`src/rtl/rng_pkg.sv`:
```
package rng_pkg;
  timeunit 1ns; timeprecision 1ps;

  localparam logic [31:0] LFSR_TAPS = 32'hA300_0000;

  localparam logic [31:0] OP_GEN    = 32'd1;
  localparam logic [31:0] OP_RESEED = 32'd2;

  localparam logic [7:0] OFF_CTRL   = 8'h00;
  localparam logic [7:0] OFF_STAT   = 8'h04;
  localparam logic [7:0] OFF_MODE   = 8'h08;
  localparam logic [7:0] OFF_SMODE  = 8'h0C;
  localparam logic [7:0] OFF_IE     = 8'h10;
  localparam logic [7:0] OFF_ISTAT  = 8'h14;
  localparam logic [7:0] OFF_RES    = 8'h20;
  localparam logic [7:0] OFF_REQCNT = 8'h60;
  localparam logic [7:0] OFF_AGE    = 8'h64;

  localparam logic [31:0] SMODE_MASK = 32'h00FF_0104;
  localparam logic [31:0] IE_MASK    = 32'h8000_0013;
  localparam logic [31:0] ISTAT_MASK = 32'h0000_0013;

  typedef enum logic [1:0] {
    SEQ_IDLE   = 2'd0,
    SEQ_RESEED = 2'd1,
    SEQ_GEN    = 2'd2
  } seq_state_e;

  function automatic logic [31:0] lfsr_next(input logic [31:0] s);
    return {1'b0, s[31:1]} ^ (s[0] ? LFSR_TAPS : 32'h0);
  endfunction
endpackage

```
`src/rtl/rng_core.sv`:
```
module rng_core
  import rng_pkg::*;
#(
  parameter int unsigned NUM_WORDS = 8
) (
  input  logic                        clk_i,
  input  logic                        rst_ni,
  input  logic                        seed_load_i,
  input  logic [31:0]                 seed_i,
  input  logic                        gen_done_i,
  input  logic                        wide_i,
  output logic [NUM_WORDS-1:0][31:0]  words_o,
  output logic                        state_zero_o
);
  timeunit 1ns; timeprecision 1ps;

  localparam int unsigned HALF = NUM_WORDS / 2;

  logic [31:0]                state_q;
  logic [NUM_WORDS-1:0][31:0] chain;
  logic [NUM_WORDS-1:0][31:0] words_q;

  for (genvar k = 0; k < NUM_WORDS; k++) begin : g_chain
    if (k == 0) begin : g_first
      assign chain[k] = lfsr_next(state_q);
    end else begin : g_next
      assign chain[k] = lfsr_next(chain[k-1]);
    end
  end

  always_ff @(posedge clk_i or negedge rst_ni) begin
    if (!rst_ni) begin
      state_q <= '0;
      words_q <= '0;
    end else if (seed_load_i) begin
      state_q <= seed_i;
    end else if (gen_done_i) begin
      state_q <= wide_i ? chain[NUM_WORDS-1] : chain[HALF-1];
      for (int k = 0; k < NUM_WORDS; k++) begin
        words_q[k] <= (wide_i || k < HALF) ? chain[k] : 32'h0;
      end
    end
  end

  assign words_o      = words_q;
  assign state_zero_o = (state_q == 32'h0);

  assert_seed_load_R2: assert property (@(posedge clk_i) disable iff (!rst_ni)
    seed_load_i |=> (state_q == $past(seed_i)));

  assert_narrow_upper_zero_R4: assert property (@(posedge clk_i) disable iff (!rst_ni)
    (gen_done_i && !seed_load_i && !wide_i) |=> (words_q[NUM_WORDS-1] == 32'h0));

  assert_word0_is_step_R3: assert property (@(posedge clk_i) disable iff (!rst_ni)
    (gen_done_i && !seed_load_i) |=> (words_q[0] == lfsr_next($past(state_q))));
endmodule

```
`src/rtl/rng_seq.sv`:
```
module rng_seq
  import rng_pkg::*;
#(
  parameter int unsigned GEN_CYC    = 8,
  parameter int unsigned RESEED_CYC = 16,
  parameter int unsigned CNT_W      = 16
) (
  input  logic             clk_i,
  input  logic             rst_ni,
  input  logic             cmd_gen_i,
  input  logic             cmd_reseed_i,
  input  logic             seed_zero_i,
  input  logic             lock_i,
  input  logic             req_we_i,
  input  logic             age_we_i,
  input  logic [CNT_W-1:0] reload_i,
  output logic [CNT_W-1:0] req_reload_o,
  output logic [CNT_W-1:0] age_reload_o,
  output logic             gen_busy_o,
  output logic             reseed_busy_o,
  output logic             seeded_o,
  output logic             svc_o,
  output logic             gen_done_o,
  output logic             reseed_done_o
);
  timeunit 1ns; timeprecision 1ps;

  localparam int unsigned MAX_CYC = (GEN_CYC > RESEED_CYC) ? GEN_CYC : RESEED_CYC;
  localparam int unsigned TMR_W   = $clog2(MAX_CYC + 1);
  localparam logic [TMR_W-1:0] GEN_LAST    = TMR_W'(GEN_CYC - 1);
  localparam logic [TMR_W-1:0] RESEED_LAST = TMR_W'(RESEED_CYC - 1);

  seq_state_e       state_q;
  logic [TMR_W-1:0] tmr_q;
  logic             gen_after_q;
  logic             seeded_q;
  logic [CNT_W-1:0] req_reload_q, req_cnt_q, age_reload_q, age_cnt_q;
  logic             req_pend_q, age_pend_q;

  logic idle, pend_auto, host_gen, start_reseed, start_gen, chain_req;
  logic reseed_done, gen_done;

  assign idle         = (state_q == SEQ_IDLE);
  assign pend_auto    = req_pend_q | age_pend_q | lock_i;
  assign host_gen     = idle & ~pend_auto & cmd_gen_i;
  assign chain_req    = host_gen & ~seeded_q;
  assign start_reseed = idle & (pend_auto | cmd_reseed_i | chain_req);
  assign start_gen    = host_gen & seeded_q;
  assign reseed_done  = (state_q == SEQ_RESEED) && (tmr_q == '0);
  assign gen_done     = (state_q == SEQ_GEN) && (tmr_q == '0);

  always_ff @(posedge clk_i or negedge rst_ni) begin
    if (!rst_ni) begin
      state_q     <= SEQ_IDLE;
      tmr_q       <= '0;
      gen_after_q <= 1'b0;
      seeded_q    <= 1'b0;
    end else begin
      unique case (state_q)
        SEQ_IDLE: begin
          if (start_reseed) begin
            state_q     <= SEQ_RESEED;
            tmr_q       <= RESEED_LAST;
            gen_after_q <= chain_req;
          end else if (start_gen) begin
            state_q <= SEQ_GEN;
            tmr_q   <= GEN_LAST;
          end
        end
        SEQ_RESEED: begin
          if (tmr_q == '0) begin
            seeded_q    <= 1'b1;
            gen_after_q <= 1'b0;
            if (gen_after_q && !seed_zero_i) begin
              state_q <= SEQ_GEN;
              tmr_q   <= GEN_LAST;
            end else begin
              state_q <= SEQ_IDLE;
            end
          end else begin
            tmr_q <= tmr_q - 1'b1;
          end
        end
        SEQ_GEN: begin
          if (tmr_q == '0) state_q <= SEQ_IDLE;
          else             tmr_q   <= tmr_q - 1'b1;
        end
        default: state_q <= SEQ_IDLE;
      endcase
    end
  end

  // request counter: counts host generate requests down to a forced reseed
  always_ff @(posedge clk_i or negedge rst_ni) begin
    if (!rst_ni) begin
      req_reload_q <= '0;
      req_cnt_q    <= '0;
      req_pend_q   <= 1'b0;
    end else if (req_we_i) begin
      req_reload_q <= reload_i;
      req_cnt_q    <= reload_i;
      req_pend_q   <= 1'b0;
    end else if (reseed_done) begin
      req_cnt_q  <= req_reload_q;
      req_pend_q <= 1'b0;
    end else if (host_gen && req_cnt_q != '0) begin
      req_cnt_q <= req_cnt_q - 1'b1;
      if (req_cnt_q == CNT_W'(1)) req_pend_q <= 1'b1;
    end
  end

  // age timer: free-running countdown to a forced reseed
  always_ff @(posedge clk_i or negedge rst_ni) begin
    if (!rst_ni) begin
      age_reload_q <= '0;
      age_cnt_q    <= '0;
      age_pend_q   <= 1'b0;
    end else if (age_we_i) begin
      age_reload_q <= reload_i;
      age_cnt_q    <= reload_i;
      age_pend_q   <= 1'b0;
    end else if (reseed_done) begin
      age_cnt_q  <= age_reload_q;
      age_pend_q <= 1'b0;
    end else if (age_cnt_q != '0) begin
      age_cnt_q <= age_cnt_q - 1'b1;
      if (age_cnt_q == CNT_W'(1)) age_pend_q <= 1'b1;
    end
  end

  assign req_reload_o  = req_reload_q;
  assign age_reload_o  = age_reload_q;
  assign gen_busy_o    = (state_q == SEQ_GEN);
  assign reseed_busy_o = (state_q == SEQ_RESEED);
  assign seeded_o      = seeded_q;
  assign svc_o         = pend_auto;
  assign gen_done_o    = gen_done;
  assign reseed_done_o = reseed_done;

  assert_reseed_end_seeds_R2: assert property (@(posedge clk_i) disable iff (!rst_ni)
    reseed_done |=> seeded_q);

  assert_gen_countdown_R3: assert property (@(posedge clk_i) disable iff (!rst_ni)
    (state_q == SEQ_GEN && tmr_q != '0) |=>
      (state_q == SEQ_GEN && tmr_q == $past(tmr_q) - 1'b1));

  assert_gen_only_seeded_R5: assert property (@(posedge clk_i) disable iff (!rst_ni)
    (state_q == SEQ_GEN) |-> seeded_q);

  assert_busy_drops_cmd_R6: assert property (@(posedge clk_i) disable iff (!rst_ni)
    (state_q == SEQ_RESEED && tmr_q != '0 && cmd_gen_i) |=> (state_q == SEQ_RESEED));

  assert_req_fires_R9: assert property (@(posedge clk_i) disable iff (!rst_ni)
    (host_gen && req_cnt_q == CNT_W'(1) && !req_we_i && !reseed_done) |=> req_pend_q);

  assert_age_fires_R10: assert property (@(posedge clk_i) disable iff (!rst_ni)
    (age_cnt_q == CNT_W'(1) && !age_we_i && !reseed_done) |=> age_pend_q);
endmodule

```
`src/rtl/rng_irq.sv`:
```
module rng_irq
  import rng_pkg::*;
(
  input  logic        clk_i,
  input  logic        rst_ni,
  input  logic        ev_rdy_i,
  input  logic        ev_seed_i,
  input  logic        ev_lock_i,
  input  logic        ie_we_i,
  input  logic        istat_we_i,
  input  logic [31:0] wdata_i,
  output logic [31:0] ie_o,
  output logic [31:0] istat_o,
  output logic        irq_o
);
  timeunit 1ns; timeprecision 1ps;

  logic [31:0] ie_q, istat_q, set_vec, clr_vec;

  assign set_vec = {27'h0, ev_lock_i, 2'b00, ev_seed_i, ev_rdy_i};
  assign clr_vec = istat_we_i ? (wdata_i & ISTAT_MASK) : 32'h0;

  always_ff @(posedge clk_i or negedge rst_ni) begin
    if (!rst_ni) begin
      ie_q    <= '0;
      istat_q <= '0;
    end else begin
      if (ie_we_i) ie_q <= wdata_i & IE_MASK;
      istat_q <= (istat_q & ~clr_vec) | set_vec;
    end
  end

  assign ie_o    = ie_q;
  assign istat_o = istat_q;
  assign irq_o   = ie_q[31] & |(istat_q & ie_q & ISTAT_MASK);

  assert_w1c_R7: assert property (@(posedge clk_i) disable iff (!rst_ni)
    (istat_we_i && wdata_i[0] && !ev_rdy_i) |=> !istat_q[0]);

  assert_irq_has_source_R8: assert property (@(posedge clk_i) disable iff (!rst_ni)
    irq_o |-> (istat_q != 32'h0));
endmodule

```
`src/rtl/rng_ctrl_regs.sv`:
```
module rng_ctrl_regs
  import rng_pkg::*;
#(
  parameter int unsigned ADDR_W     = 8,
  parameter int unsigned NUM_WORDS  = 8,
  parameter int unsigned GEN_CYC    = 8,
  parameter int unsigned RESEED_CYC = 16,
  parameter int unsigned CNT_W      = 16
) (
  input  logic              clk_i,
  input  logic              rst_ni,
  input  logic              bus_valid_i,
  output logic              bus_ready_o,
  input  logic              bus_write_i,
  input  logic [ADDR_W-1:0] bus_addr_i,
  input  logic [31:0]       bus_wdata_i,
  output logic [31:0]       bus_rdata_o,
  output logic              bus_rvalid_o,
  input  logic [31:0]       seed_i,
  output logic              irq_o
);
  timeunit 1ns; timeprecision 1ps;

  localparam int unsigned IDX_W = $clog2(NUM_WORDS);
  localparam int unsigned HI_W  = ADDR_W - IDX_W - 2;
  localparam logic [HI_W-1:0] RES_HI = HI_W'(OFF_RES >> (IDX_W + 2));

  logic wr_en, rd_en, aligned;
  logic hit_ctrl, hit_mode, hit_smode, hit_ie, hit_istat, hit_req, hit_age;
  logic cmd_gen, cmd_reseed;
  logic mode_wide_q;
  logic [31:0] smode_q;
  logic [31:0] rdata_d, rdata_q;
  logic rvalid_q;

  logic [NUM_WORDS-1:0][31:0] words;
  logic state_zero, lock, lock_prev_q;
  logic gen_busy, reseed_busy, seeded, svc, gen_done, reseed_done;
  logic [CNT_W-1:0] req_reload, age_reload;
  logic [31:0] ie, istat, status;

  assign bus_ready_o = 1'b1;
  assign wr_en   = bus_valid_i & bus_write_i;
  assign rd_en   = bus_valid_i & ~bus_write_i;
  assign aligned = (bus_addr_i[1:0] == 2'b00);

  assign hit_ctrl  = aligned && (bus_addr_i == ADDR_W'(OFF_CTRL));
  assign hit_mode  = aligned && (bus_addr_i == ADDR_W'(OFF_MODE));
  assign hit_smode = aligned && (bus_addr_i == ADDR_W'(OFF_SMODE));
  assign hit_ie    = aligned && (bus_addr_i == ADDR_W'(OFF_IE));
  assign hit_istat = aligned && (bus_addr_i == ADDR_W'(OFF_ISTAT));
  assign hit_req   = aligned && (bus_addr_i == ADDR_W'(OFF_REQCNT));
  assign hit_age   = aligned && (bus_addr_i == ADDR_W'(OFF_AGE));

  assign cmd_gen    = wr_en & hit_ctrl & (bus_wdata_i == OP_GEN);
  assign cmd_reseed = wr_en & hit_ctrl & (bus_wdata_i == OP_RESEED);

  assign lock = seeded & state_zero;

  always_ff @(posedge clk_i or negedge rst_ni) begin
    if (!rst_ni) begin
      mode_wide_q <= 1'b0;
      smode_q     <= '0;
      lock_prev_q <= 1'b0;
    end else begin
      lock_prev_q <= lock;
      if (wr_en && hit_mode)  mode_wide_q <= bus_wdata_i[3];
      if (wr_en && hit_smode) smode_q     <= bus_wdata_i & SMODE_MASK;
    end
  end

  rng_seq #(
    .GEN_CYC    (GEN_CYC),
    .RESEED_CYC (RESEED_CYC),
    .CNT_W      (CNT_W)
  ) u_seq (
    .clk_i         (clk_i),
    .rst_ni        (rst_ni),
    .cmd_gen_i     (cmd_gen),
    .cmd_reseed_i  (cmd_reseed),
    .seed_zero_i   (seed_i == 32'h0),
    .lock_i        (lock),
    .req_we_i      (wr_en & hit_req),
    .age_we_i      (wr_en & hit_age),
    .reload_i      (bus_wdata_i[CNT_W-1:0]),
    .req_reload_o  (req_reload),
    .age_reload_o  (age_reload),
    .gen_busy_o    (gen_busy),
    .reseed_busy_o (reseed_busy),
    .seeded_o      (seeded),
    .svc_o         (svc),
    .gen_done_o    (gen_done),
    .reseed_done_o (reseed_done)
  );

  rng_core #(
    .NUM_WORDS (NUM_WORDS)
  ) u_core (
    .clk_i        (clk_i),
    .rst_ni       (rst_ni),
    .seed_load_i  (reseed_done),
    .seed_i       (seed_i),
    .gen_done_i   (gen_done),
    .wide_i       (mode_wide_q),
    .words_o      (words),
    .state_zero_o (state_zero)
  );

  rng_irq u_irq (
    .clk_i      (clk_i),
    .rst_ni     (rst_ni),
    .ev_rdy_i   (gen_done),
    .ev_seed_i  (reseed_done),
    .ev_lock_i  (lock & ~lock_prev_q),
    .ie_we_i    (wr_en & hit_ie),
    .istat_we_i (wr_en & hit_istat),
    .wdata_i    (bus_wdata_i),
    .ie_o       (ie),
    .istat_o    (istat),
    .irq_o      (irq_o)
  );

  always_comb begin
    status     = '0;
    status[31] = reseed_busy;
    status[30] = gen_busy;
    status[27] = svc;
    status[9]  = seeded;
    status[8]  = smode_q[8];
    status[4]  = lock;
    status[3]  = mode_wide_q;
    status[2]  = smode_q[2];
  end

  always_comb begin
    rdata_d = '0;
    if (aligned && bus_addr_i[ADDR_W-1:IDX_W+2] == RES_HI) begin
      rdata_d = words[bus_addr_i[IDX_W+1:2]];
    end else if (aligned) begin
      case (bus_addr_i)
        ADDR_W'(OFF_STAT):   rdata_d = status;
        ADDR_W'(OFF_MODE):   rdata_d = {28'h0, mode_wide_q, 3'b000};
        ADDR_W'(OFF_SMODE):  rdata_d = smode_q;
        ADDR_W'(OFF_IE):     rdata_d = ie;
        ADDR_W'(OFF_ISTAT):  rdata_d = istat;
        ADDR_W'(OFF_REQCNT): rdata_d = 32'(req_reload);
        ADDR_W'(OFF_AGE):    rdata_d = 32'(age_reload);
        default:             rdata_d = '0;
      endcase
    end
  end

  always_ff @(posedge clk_i or negedge rst_ni) begin
    if (!rst_ni) begin
      rdata_q  <= '0;
      rvalid_q <= 1'b0;
    end else begin
      rvalid_q <= rd_en;
      if (rd_en) rdata_q <= rdata_d;
    end
  end

  assign bus_rdata_o  = rdata_q;
  assign bus_rvalid_o = rvalid_q;

  assert_lock_blocks_gen_R11: assert property (@(posedge clk_i) disable iff (!rst_ni)
    (lock && !gen_busy) |=> !gen_busy);

  assert_lock_flags_R11: assert property (@(posedge clk_i) disable iff (!rst_ni)
    (lock && !lock_prev_q) |=> istat[4]);

  assert_rvalid_R12: assert property (@(posedge clk_i) disable iff (!rst_ni)
    rd_en |=> bus_rvalid_o);
endmodule

```
`config.mk`:
```
export PLATFORM = sky130hd
export DESIGN_NAME = rng_ctrl_regs
export DESIGN_NICKNAME = d
export VERILOG_FILES = /design/src/rtl/rng_pkg.sv /design/src/rtl/rng_core.sv /design/src/rtl/rng_seq.sv /design/src/rtl/rng_irq.sv /design/src/rtl/rng_ctrl_regs.sv
export SDC_FILE = /design/constraint.sdc
export NUM_CORES = 1
export LEC_CHECK = 0
export ABC_AREA = 0
export BUFFER_PORTS_ARGS = -buffer_cell sky130_fd_sc_hd__buf_2
export CAP_MARGIN = 20
export CORE_UTILIZATION = 59
export CTS_CLUSTER_SIZE = 40
export DETAILED_ROUTE_END_ITERATION = 10
export PLACE_DENSITY = 0.87
export SKIP_CTS_REPAIR_TIMING = 1
export SLEW_MARGIN = 20
export SYNTH_ARGS = -nofsm -noshare
export SYNTH_HDL_FRONTEND = slang
export SYNTH_SLANG_ARGS = --single-unit
```
`constraint.sdc`:
```
create_clock -name clk_i -period 5.05 [get_ports clk_i]
set_clock_uncertainty 0.15 [all_clocks]
set_input_delay 0.505 -clock clk_i [delete_from_list [all_inputs] [get_ports clk_i]]
set_output_delay 0.505 -clock clk_i [all_outputs]
set_load 0.01 [all_outputs]
```
# Word-level counts from Yosys, hierarchy flattened
# Index checks and enable logic that the tools add are counted.
[totals]
reg_bits = 444
in_bits = 76
output_inout_bits = 35
elab_cells = 176
[op_classes]
addsub = 3
magnitude_cmp = 1
eq_ne = 20
mux = 50
bitwise = 38
n_reduce_logical = 38
[ops]
columns = ["op", "n"]
rows = [
  ["32-bit two-way mux", 18],
  ["31-bit by 32-bit bitwise XOR with 32-bit output", 8],
  ["32-bit case mux with 7 select lines", 1],
  ["32-bit binary-select mux with 3-bit select", 1],
  ["16-bit two-way mux", 6],
  ["32-bit logical NOT", 2],
  ["32-bit bitwise AND", 1],
  ["16-bit by 1-bit == test with 1-bit output, second input constant", 2],
  ["32-bit by 1-bit == test with 1-bit output, second input constant", 1],
  ["32-bit by 2-bit == test with 1-bit output, second input constant", 1],
  ["32-bit inverter", 1],
  ["32-bit by 5-bit OR with 32-bit output", 1],
  ["16-bit nonzero test", 2],
  ["16-bit by 1-bit subtractor with 16-bit output, second input constant", 2],
  ["5-bit two-way mux", 6],
  ["1-bit bitwise AND", 17],
  ["8-bit by 4-bit == test with 1-bit output, second input constant", 2],
  ["8-bit by 5-bit == test with 1-bit output, second input constant", 2],
  ["8-bit by 7-bit == test with 1-bit output, second input constant", 2],
  ["5-bit case mux with 3 select lines", 1],
  ["3-bit nonzero test", 5],
  ["1-bit logical AND", 14],
  ["1-bit two-way mux", 10],
  ["2-bit two-way mux", 5],
  ["other kinds (23)", 39],
]

# Logic depth before layout (Yosys ltp)
[logic_depth]
depth_word = 19
mapped_depth = 10
depth_no_buf = 8

# Cells and area by module
# From an unflattened synthesis, not the netlist that was laid out.
[unflattened]
hier_cells = 1771
hier_area_um2 = 16291.9
[modules_own_cells]
columns = ["mod", "instances", "cells_each", "area_per_inst_um2", "seq_area_each_um2"]
rows = [
  ["rng_core", 1, 705, 6408.6, 2852.7],
  ["rng_ctrl_regs", 1, 536, 5079.9, 1126.1],
  ["rng_seq", 1, 453, 4101.4, 1876.8],
  ["rng_irq", 1, 77, 701.9, 175.2],
]

# Least setup slack after synthesis
# No wires, ideal clock.
[synth_timing]
kind = "input port to flip-flop"
from = "input port bus_addr_i[4]"
to = "register u_seq.req_cnt_q[10]"
setup_time_ns = 0.125
t_arrival_ns = 2.211
required_time_ns = 4.775
path_slack_ns = 2.564
stages = 7
n_path_buf = 1
cell_sequence = "nor4_4 -> nand2_1 -> nor4_2 -> or3b_4 -> nand2_4 -> buf_6 -> mux2_2"
[synth_between]
elab_chain_cells = 7
word_cells_on_any_way = 11
classes_between = "1 x eq/ne; 1 x mux; 4 x bitwise; 5 x reduce/logical"
[synth_rtl]
columns = ["element", "line_no", "source"]
rows = [
  ["start, declared", "rng_ctrl_regs.sv:15", "input logic [ADDR_W-1:0] bus_addr_i,"],
  ["8-bit logical NOT", "rng_ctrl_regs.sv:47", "assign hit_ctrl = aligned && (bus_addr_i == ADDR_W'(OFF_CTRL));"],
  ["1-bit logical AND", "rng_ctrl_regs.sv:47", ""],
  ["1-bit bitwise AND (2 in a row)", "rng_ctrl_regs.sv:55", "assign cmd_gen = wr_en & hit_ctrl & (bus_wdata_i == OP_GEN);"],
  ["1-bit bitwise AND", "rng_seq.sv:45", "assign host_gen = idle & ~pend_auto & cmd_gen_i;"],
  ["1-bit logical AND", "rng_seq.sv:106", "end else if (host_gen && req_cnt_q != '0) begin"],
  ["3-bit nonzero test (no line)", "--", ""],
  ["end signal, assigned", "rng_seq.sv:101", "req_cnt_q <= reload_i;"],
  ["end signal, assigned", "rng_seq.sv:104", "req_cnt_q <= req_reload_q;"],
  ["end signal, assigned", "rng_seq.sv:107", "req_cnt_q <= req_cnt_q - 1'b1;"],
  ["end, declared", "rng_seq.sv:37", "logic [CNT_W-1:0] req_reload_q, req_cnt_q, age_reload_q, age_cnt_q;"],
]
# Several ways; a longest one is shown, not always the timed one.
# A chain may end at the register's enable or synchronous reset.

# Final worst setup path
[layout_timing]
from = "register u_seq.tmr_q[0]"
to = "register u_seq.req_cnt_q[6]"
[layout_between]
elab_chain_cells = 4
word_cells_on_any_way = 5
classes_between = "2 x mux; 3 x reduce/logical"
[layout_rtl]
columns = ["element", "line_no", "source"]
rows = [
  ["start, declared", "rng_seq.sv:34", "logic [TMR_W-1:0] tmr_q;"],
  ["start signal, assigned", "rng_seq.sv:81", "tmr_q <= tmr_q - 1'b1;"],
  ["start signal, assigned", "rng_seq.sv:86", "else tmr_q <= tmr_q - 1'b1;"],
  ["5-bit logical NOT *", "rng_seq.sv:49", "assign reseed_done = (state_q == SEQ_RESEED) && (tmr_q == '0);"],
  ["1-bit logical AND *", "rng_seq.sv:49", ""],
  ["16-bit two-way mux", "rng_seq.sv:103", "end else if (reseed_done) begin"],
  ["16-bit two-way mux", "rng_seq.sv:99", "end else if (req_we_i) begin"],
]
# Mark *: on every way between the ends. The rest lies on a longest branch, timed or not.

==> flow_summary.json <==
{
  "cp_data_arrival_time_ps": 3620,
  "fp.dieArea_um2": 23700,
  "cts_tree": "built",
  "syn-num-nets": 1584,
  "yosysWarnings": 0,
  "io_buffers": 109,
  "synth_top_cell_by_area": "dfrtp_1",
  "critPathLaunchType": "flip-flop",
  "synth_top_area_share_pct": 44.4,
  "setup_viol": 0,
  "synth-seq-area-share_pct": 44.4,
  "first_global_vias": 11811,
  "finalSetupTns_ps": 0,
  "layout-drive-gt1-share_pct": 17.0,
  "crit_required_ps": 5310,
  "initial_core_util_pct": 60.0,
  "synthCells": 1499,
  "p_int_mw": 4.61,
  "die_y_um": 154,
  "slew_headroom_pct": 25.8,
  "async_flop_share_pct": 100,
  "clk_latency_ps": 540,
  "final_cell_mix": "nand2_1 (347), dfrtp_1 (241), nor2_1 (123)",
  "dominantRegCellSynth": "dfrtp_1",
  "vias": 12603,
  "p_leak_nw": 7.08,
  "track_usage_pct": 34.8,
  "row_count": 55,
  "seq_power_share_pct": 39.7,
  "vdd_drop_max_uv": 277,
  "clk_path_buf_depth": 3,
  "area_growth_pct": 12.2,
  "drc_errors": 0,
  "h-tree-depth": 1,
  "whs_ps": 60.7,
  "whs_path_depth": 2,
  "ys_ff_latch": 241,
  "overflow": 0,
  "powerDensity_nw_per_um2": 483,
  "gp_congestion": 0.968,
  "reg2reg_slack_ps": 1690,
  "wirelength_um": 41200,
  "antenna_left": 1,
  "via_per_inst": 6.77,
  "min_period_ps": 3360,
  "critPathCaptureType": "flip-flop",
  "clock_sinks": 241,
  "tightest_slew_ps": 1110,
  "nNetsFinal": 1635,
  "max-cap-violations": 0,
  "dp_hpwl_um": 28300,
  "firstDrtPassIters": 5,
  "power_frac_comb_pct": 31.3,
  "syn_area_um2": 13600,
  "cts.reportedPaths.clkPinSlew_ps": 60,
  "drtIter0Drc": 1765,
  "pin_count": 111,
  "hold_path_class": "in -> reg",
  "drv_slew": 0,
  "cts-buffers-inserted": 27,
  "wl_per_cell_um": 22.1,
  "die_x_um": 154,
  "antenna_found_initial": 0,
  "grt_max_degree": 107,
  "synth_edf_count": 0,
  "r2r_cells": 7,
  "syn_area_per_cell_um2": 9.07,
  "final_area_um2": 15300,
  "netSwitchingPower_mw": 2.75,
  "core_um2": 22600,
  "synthTopCellsByArea": "dfrtp_1 (44%), nand2_1 (9.6%), mux4_2 (4.3%)",
  "fmax_ghz": 0.297,
  "final_common_cell": "nand2_1",
  "crit_type": "reg -> reg",
  "synth_cell_types": 74,
  "violations": "antenna violations",
  "power_frac_clock_pct": 28.9,
  "finalHoldViolCount": 0,
  "grt_pass1_wl_um": 64800,
  "finalCritPeriodShare_pct": 66.6,
  "cts_root_buf": "clkbuf_16",
  "cp_max_fo": 25,
  "dpl-instance-area_um2": 14200,
  "rsz0062_at_grt": "false",
  "p_sw_share_pct": 37.4,
  "status": "finished with violations"
}
## cells by family after synthesis
group,share of synthesized area (%)
adder cells (fa/ha/maj),0.828
flip-flops,44.4
buffers and inverters,3.91
XOR/XNOR,2.64
multiplexers,11.8
other,0.0276
AND/OR/NAND/NOR,20.2
AO/OA/AOI/OAI,16.1
## path summary, 6_finish.rpt
check / end / startpoint
min reg2reg: u_core.words_o[57] / u_core.words_o[57]
max reg2reg: u_seq.req_cnt_q[6] / u_seq.tmr_q[0]
min: smode_q[18] / bus_wdata_i[18]
max: u_seq.req_cnt_q[6] / u_seq.tmr_q[0]
max in group asynchronous: u_core.words_o[110] / rst_ni
min in group asynchronous: u_seq.age_cnt_q[11] / rst_ni
## Yosys cell counts, types with 18 or more instances
cell	count
nand3_1	22
xnor2_1	26
mux4_2	26
clkbuf_1	72
buf_2	20
dfrtp_1	241
o21ai_0	101
nor4_1	30
nor3_1	18
a21oi_1	52
mux2_2	42
a211oi_1	19
inv_1	22
o22ai_1	27
nor2_1	124
a22oi_1	19
mux2i_1	55
nand2_1	347
## state kept, by name (all words and copies together) (netlist names)
register,flops
u_seq.age_reload_o,16
lock_prev_q,1
mode_wide_q,1
smode_q,10
bus_rdata_o,32
u_seq.req_reload_o,16
u_core.state_q,32
u_seq.tmr_q,5
bus_rvalid_o,1
u_core.words_o,82
u_irq.istat_o,3
u_seq.age_cnt_q,16
u_seq.req_pend_q,1
u_seq.req_cnt_q,16
u_irq.ie_o,4
u_seq.gen_after_q,1
u_seq.seeded_o,1
u_seq.state_q,2
u_seq.age_pend_q,1
## stage by stage
stage	util (%)	total power, mW	setup slack, ps	std cells
floorplan	-	4.43	2560	1499
global placement	62.8	5.01	1610	1803
detailed placement	62.9	5.13	1450	1804
CTS	67.2	7.27	1750	1854
global route	67.3	7.70	1560	1856
finish	67.4	7.36	1690	1862
## layout make-up
cell class	instances	area [µm²]
Clock buffer	33	738
Multi-Input combinational cell	1126	7050
Inverter	26	97.6
Antenna cell	6	15.0
Timing Repair Buffer	128	727
Fill cell	1664	7390
Clock inverter	17	236
Sequential cell	241	6030
Tap cell	285	357
## worst max-delay path, stage by stage (launching register included)
cell	delay, ps
dfrtp_1	390
inv_1	90
ha_1	220
or4b_1	590
nor2_2	890
nor2_1	290
nand2_4	260
mux2_2	360
## per-layer routing
layer	GRT usage [%]	wire [µm]	vias up
met1	50.9	16600	6086
li1	-	-	5466
met3	7.36	5310	140
met4	12.5	1580	0
met5	0	0	-
met2	51.2	17700	911
## power by group through the flow
stage          registers, mW  clock network [mW]  logic, mW
6_report                2.92                2.13       2.31
5_1_grt                 2.95                2.22       2.54
4_1_cts                 2.88                2.13       2.27
3_5_place_dp            2.90                   0       2.23
3_3_place_gp            2.88                   0       2.14
2_1_floorplan           2.63                   0       1.80
No activity file was read; power rests on OpenSTA's default activity.
